[src/rtl/fem_pkg.sv]
package fem_pkg;
  localparam int FRAC_W = 23;
  localparam int EXP_W  = 8;
  localparam int WORD_W = 1 + EXP_W + FRAC_W;
  localparam int NB_W   = $clog2(FRAC_W + 1);

  typedef struct packed {
    logic            vld;
    logic            approx;
    logic [NB_W-1:0] nbits;
  } op_tag_t;
endpackage

[src/rtl/fem_cfg_reg.sv]
module fem_cfg_reg
  import fem_pkg::*;
(
  input  logic            clk,
  input  logic            rst_n,
  input  logic            wr_en,
  input  logic [NB_W-1:0] wr_data,
  output logic [NB_W-1:0] nbits
);
  localparam logic [NB_W-1:0] MAXN = NB_W'(FRAC_W);

  logic [NB_W-1:0] clamped;
  assign clamped = (wr_data > MAXN) ? MAXN : wr_data;

  always_ff @(posedge clk) begin
    if (!rst_n)     nbits <= '0;
    else if (wr_en) nbits <= clamped;
  end

  // the stored count never exceeds the fraction width
  a_r6_clamped: assert property (@(posedge clk) disable iff (!rst_n)
    nbits <= MAXN);
  // a write of an oversized value lands as the maximum
  a_r6_over_write: assert property (@(posedge clk) disable iff (!rst_n)
    (wr_en && wr_data > MAXN) |=> (nbits == MAXN));
endmodule

[src/rtl/fem_tag_pipe.sv]
module fem_tag_pipe
  import fem_pkg::*;
#(
  parameter int DEPTH = 3
) (
  input  logic    clk,
  input  logic    rst_n,
  input  logic    adv,
  input  op_tag_t in_tag,
  output op_tag_t out_tag
);
  for (genvar g = 0; g < DEPTH; g++) begin : gen_stg
    op_tag_t q;
    op_tag_t d;
    if (g == 0) begin : gen_head
      assign d = in_tag;
    end else begin : gen_body
      assign d = gen_stg[g-1].q;
    end
    always_ff @(posedge clk) begin
      if (!rst_n)   q <= '0;
      else if (adv) q <= d;
    end
  end

  assign out_tag = gen_stg[DEPTH-1].q;

  // a stalled pipe keeps its last stage unchanged
  a_r9_stall_hold: assert property (@(posedge clk) disable iff (!rst_n)
    !adv |=> $stable(out_tag));
endmodule

[src/rtl/fem_mask_eval.sv]
module fem_mask_eval
  import fem_pkg::*;
(
  input  logic              clk,
  input  logic              rst_n,
  input  logic              fire,
  input  logic              approx,
  input  logic [NB_W-1:0]   nbits,
  input  logic [WORD_W-1:0] flags,
  output logic              replay_req,
  output logic              err_seen
);
  logic [FRAC_W-1:0] ign;
  logic [WORD_W-1:0] kept;

  // thermometer mask over the fraction: bit i ignored when i < N
  for (genvar i = 0; i < FRAC_W; i++) begin : gen_therm
    assign ign[i] = approx && (NB_W'(i) < nbits);
  end

  assign kept = flags & ~{{(WORD_W-FRAC_W){1'b0}}, ign};

  always_ff @(posedge clk) begin
    if (!rst_n) begin
      replay_req <= 1'b0;
      err_seen   <= 1'b0;
    end else begin
      replay_req <= fire && (|kept);
      err_seen   <= fire && (|flags);
    end
  end

  // sign and exponent flags always replay
  a_r5_protected: assert property (@(posedge clk) disable iff (!rst_n)
    (fire && |flags[WORD_W-1:FRAC_W]) |=> replay_req);
  // accurate operations replay on any flag
  a_r2_accurate: assert property (@(posedge clk) disable iff (!rst_n)
    (fire && !approx && |flags) |=> replay_req);
  // a replay always comes with an error report
  a_r8_replay_seen: assert property (@(posedge clk) disable iff (!rst_n)
    replay_req |-> err_seen);
  // no leaving operation, no output
  a_r8_idle_quiet: assert property (@(posedge clk) disable iff (!rst_n)
    !fire |=> (!replay_req && !err_seen));
endmodule

[src/rtl/fp_err_mask_unit.sv]
module fp_err_mask_unit
  import fem_pkg::*;
#(
  parameter int DEPTH = 3
) (
  input  logic              clk,
  input  logic              rst_n,
  input  logic              cfg_wr,
  input  logic [NB_W-1:0]   cfg_nbits,
  input  logic              op_valid,
  input  logic              op_approx,
  input  logic              pipe_adv,
  input  logic [WORD_W-1:0] sens_err,
  output logic              replay_req,
  output logic              err_seen
);
  logic [NB_W-1:0] nbits_q;
  op_tag_t         issue_tag;
  op_tag_t         tail_tag;
  logic            fire;

  fem_cfg_reg u_cfg (
    .clk     (clk),
    .rst_n   (rst_n),
    .wr_en   (cfg_wr),
    .wr_data (cfg_nbits),
    .nbits   (nbits_q)
  );

  assign issue_tag.vld    = op_valid;
  assign issue_tag.approx = op_approx;
  assign issue_tag.nbits  = nbits_q;

  fem_tag_pipe #(.DEPTH(DEPTH)) u_pipe (
    .clk     (clk),
    .rst_n   (rst_n),
    .adv     (pipe_adv),
    .in_tag  (issue_tag),
    .out_tag (tail_tag)
  );

  assign fire = pipe_adv && tail_tag.vld;

  fem_mask_eval u_eval (
    .clk        (clk),
    .rst_n      (rst_n),
    .fire       (fire),
    .approx     (tail_tag.approx),
    .nbits      (tail_tag.nbits),
    .flags      (sens_err),
    .replay_req (replay_req),
    .err_seen   (err_seen)
  );

  // outputs only follow an advancing cycle
  a_r9_adv_only: assert property (@(posedge clk) disable iff (!rst_n)
    !pipe_adv |=> !err_seen);
endmodule

[config.mk]
export PLATFORM = sky130hd
export DESIGN_NAME = fp_err_mask_unit
export DESIGN_NICKNAME = d
export VERILOG_FILES = /design/src/rtl/fem_pkg.sv /design/src/rtl/fem_cfg_reg.sv /design/src/rtl/fem_tag_pipe.sv /design/src/rtl/fem_mask_eval.sv /design/src/rtl/fp_err_mask_unit.sv
export SDC_FILE = /design/constraint.sdc
export NUM_CORES = 1
export LEC_CHECK = 0
export BUFFER_PORTS_ARGS = -buffer_cell sky130_fd_sc_hd__buf_4
export CORE_AREA = 2 2 57 59
export CTS_BUF_LIST = sky130_fd_sc_hd__clkbuf_4 sky130_fd_sc_hd__clkbuf_8 sky130_fd_sc_hd__clkbuf_16
export DETAILED_ROUTE_END_ITERATION = 10
export DIE_AREA = 0 0 59 61
export PLACE_DENSITY = 0.79
export RECOVER_POWER = 100
export SLEW_MARGIN = 20
export SYNTH_ARGS = -nofsm -noshare
export SYNTH_HDL_FRONTEND = slang
export SYNTH_SLANG_ARGS = --single-unit
[constraint.sdc]
create_clock -name clk -period 1.65 [get_ports clk]
set_input_delay 0.2475 -clock clk [delete_from_list [all_inputs] [get_ports clk]]
set_output_delay 0.2475 -clock clk [all_outputs]
set_load 0.02 [all_outputs]
==> reports/metrics.cfg <==
[run_status]
status=completed

[die]
initial_core_util=0.485
io-pin-count=45
die_area_um2=3600
rows=20
die_x_um=59
coreArea_um2=2950
fp.dieH_um=61

[detailed_routing]
vias=1268
dr.pass1.iters=4
drt_iter0_markers=57
ant_nets=0
routedWlPerCell_um=13.8
finalWirelength_um=3150
vias_per_cell=5.54
drc=0

[layout]
num_antenna_cells=0
design_area_um2=1760
drive_gt1_frac=0.260
nets=240
syn_to_final_growth_pct=23.1

[min_path]
hold_path_depth=2
hold_path.startpoint=cfg_wr
hold_end=u_cfg.nbits[2]
min_path_type=in2reg

[worst_setup_path]
reg2regPathDepth=5
worst-path-buf-inv=0
crit_slowest_cell=dfxtp_1
setup.worst_path.start_class=flip-flop
cp_max_fo=11
crit_arrival_ns=1.66
cp_num_cells=5
path_class=reg2reg
slowest_delay_ns=0.57
crit_path_cell_trace=a21oi_1, o21ai_0, o211ai_1, nor4_1, a31oi_1
crit_path_end_kind=flip-flop
r2r_slack_ns=0.21
r2r-end=u_eval.replay_req
r2r-start=u_pipe.out_tag[3]
crit_family=flip-flops
critical_path_required_ns=1.87

[global_routing]
grt_use_total=0.182
grt_pass1_wl_um=5090
grt_pass1_vias=1174
antenna_found_initial=0
overflow=0
grt_max_degree=28

[cts]
h-tree-depth=1
cts_tree=done
cts_resized=0
clk_latency_ns=0.32
cts_buffer_depth=2
cts_inserted_buffers=3
post-cts-setup-buffers=0
hold_buffers=0
clkSlewWorstSetupHoldPaths_ns=0.14
cts_root_buffer=clkbuf_4
clock-sinks=28

[timing]
setup-tns-final_ns=0
finalSetupViolCount=0
fin_skew_ns=0.00141
min_period_ns=1.44
slew_headroom=0.545
max_freq_mhz=696
period_share=0.871
hold_violations=0
slew_violations=0
rsz0062_at_grt=false
max_slew.worst_pin.slew_ns=0.682

[power]
power-per-cell-area_nw_per_um2=693
irDropWorstVdd_mv=0.541
p_leak_nw=0.723

[synthesis]
synth.cell_area_um2=1430
ys_types=36
ys_seq_area_frac=0.391
ys_ff_latch=28
synthFlopType=dfxtp_1
netlist_instances=158
synth.net_count=201
syn_avg_cell_area_um2=9.07
async_reset_ff_frac=0
synth_edf_count=0
yosys_warnings=0

[place]
dpl_cell_area_um2=1740
io_buffer_count=44
place.gp.congestion=0.761
dp_hpwl_um=2470

[job]
maxCapViolations=0

-- where the power goes --
part           internal (mW)  switching, mW  leakage (nW)  total, mW
combinational          0.111         0.0742         0.474      0.185
sequential             0.698         0.0127         0.228      0.711
clock                  0.135          0.190        0.0210      0.325
-- state kept, by name, summed over array words and instances, names as in the netlist --
register	cells
u_eval.replay_req	1
u_pipe.gen_stg.q	14
u_eval.err_seen	1
u_cfg.nbits	5
u_pipe.out_tag	7
-- metrics by stage --
stage               hold WS, ns  utilization  total power [mW]  std cells  setup slack, ns
floorplan                 0.376            -             0.811        158            0.417
CTS                       0.135        0.600              1.24        229            0.213
detailed placement        0.499        0.588             0.912        225            0.171
global placement          0.490        0.588             0.906        225            0.185
finish                    0.152        0.597              1.22        229            0.213
global route              0.137        0.597              1.28        229           0.0723
-- cell type report --
class | instances | area, µm²
Multi-Input combinational cell | 114 | 778
Tap cell | 33 | 41.3
Clock buffer | 4 | 36.3
Sequential cell | 28 | 561
Fill cell | 282 | 1190
Inverter | 5 | 18.8
Timing Repair Buffer | 45 | 328
-- synthesized netlist by cell type, types with 2 or more instances --
cell type	instances	area (µm²)
dfxtp_1	28	561
nor2b_1	23	144
mux2i_1	22	220
a21oi_1	11	55.1
nor2_1	8	30.0
o21ai_0	8	40.0
nand2_1	5	18.8
buf_6	4	45.0
clkbuf_1	4	15.0
inv_1	4	15.0
nand3_1	4	20.0
nor3_1	4	20.0
nor4_1	4	25.0
buf_2	3	15.0
a211oi_1	2	15.0
o21a_1	2	15.0
o21bai_1	2	15.0
o22ai_1	2	12.5
-- worst max path at each step --
stage | from | endpoint
after floorplan | sens_err[0] | u_eval.replay_req
after global placement | sens_err[3] | u_eval.replay_req
after detailed placement | sens_err[26] | u_eval.replay_req
after CTS | u_pipe.out_tag[4] | u_eval.replay_req
after global routing | u_pipe.out_tag[3] | u_eval.replay_req
final | u_pipe.out_tag[3] | u_eval.replay_req
-- layer usage --
| metal | GRT usage | wire length (µm) | vias up |
|---|---|---|---|
| met5 | 0 | 0 | - |
| met4 | 0.0390 | 21 | 0 |
| met3 | 0.0320 | 244 | 2 |
| met2 | 0.348 | 1490 | 54 |
| met1 | 0.211 | 1400 | 566 |
| li1 | - | - | 646 |
-- cells in the final DEF (no fill, tap or decap), drive strengths merged --
cell,n
a211oi,2
a21oi,11
a221o,1
a22o,1
a2bb2oi,1
a311oi,2
a31o,1
a31oi,1
and2,1
buf,41
clkbuf,8
dfxtp,28
inv,5
mux2i,22
nand2,5
nand2b,1
nand3,4
nand4,1
nor2,8
nor2b,23
nor3,4
nor4,5
nor4b,1
o211ai,1
o21a,2
o21ai,9
o21bai,2
o221a,1
o221ai,1
o22ai,2
o32ai,1
-- cell families after synthesis --
family                 share of synthesized area
DFF                                        0.391
AOI/OAI and AO/OA                          0.182
muxes                                      0.154
buffers and inverters                     0.0655
and+or+nand+nor                            0.208
-- worst reg2reg max path: stages (launching register included) --
cell	delay, ns
dfxtp_1	0.57
a21oi_1	0.14
o21ai_0	0.19
o211ai_1	0.12
nor4_1	0.21
a31oi_1	0.11
(Power assumes the default switching activity.)
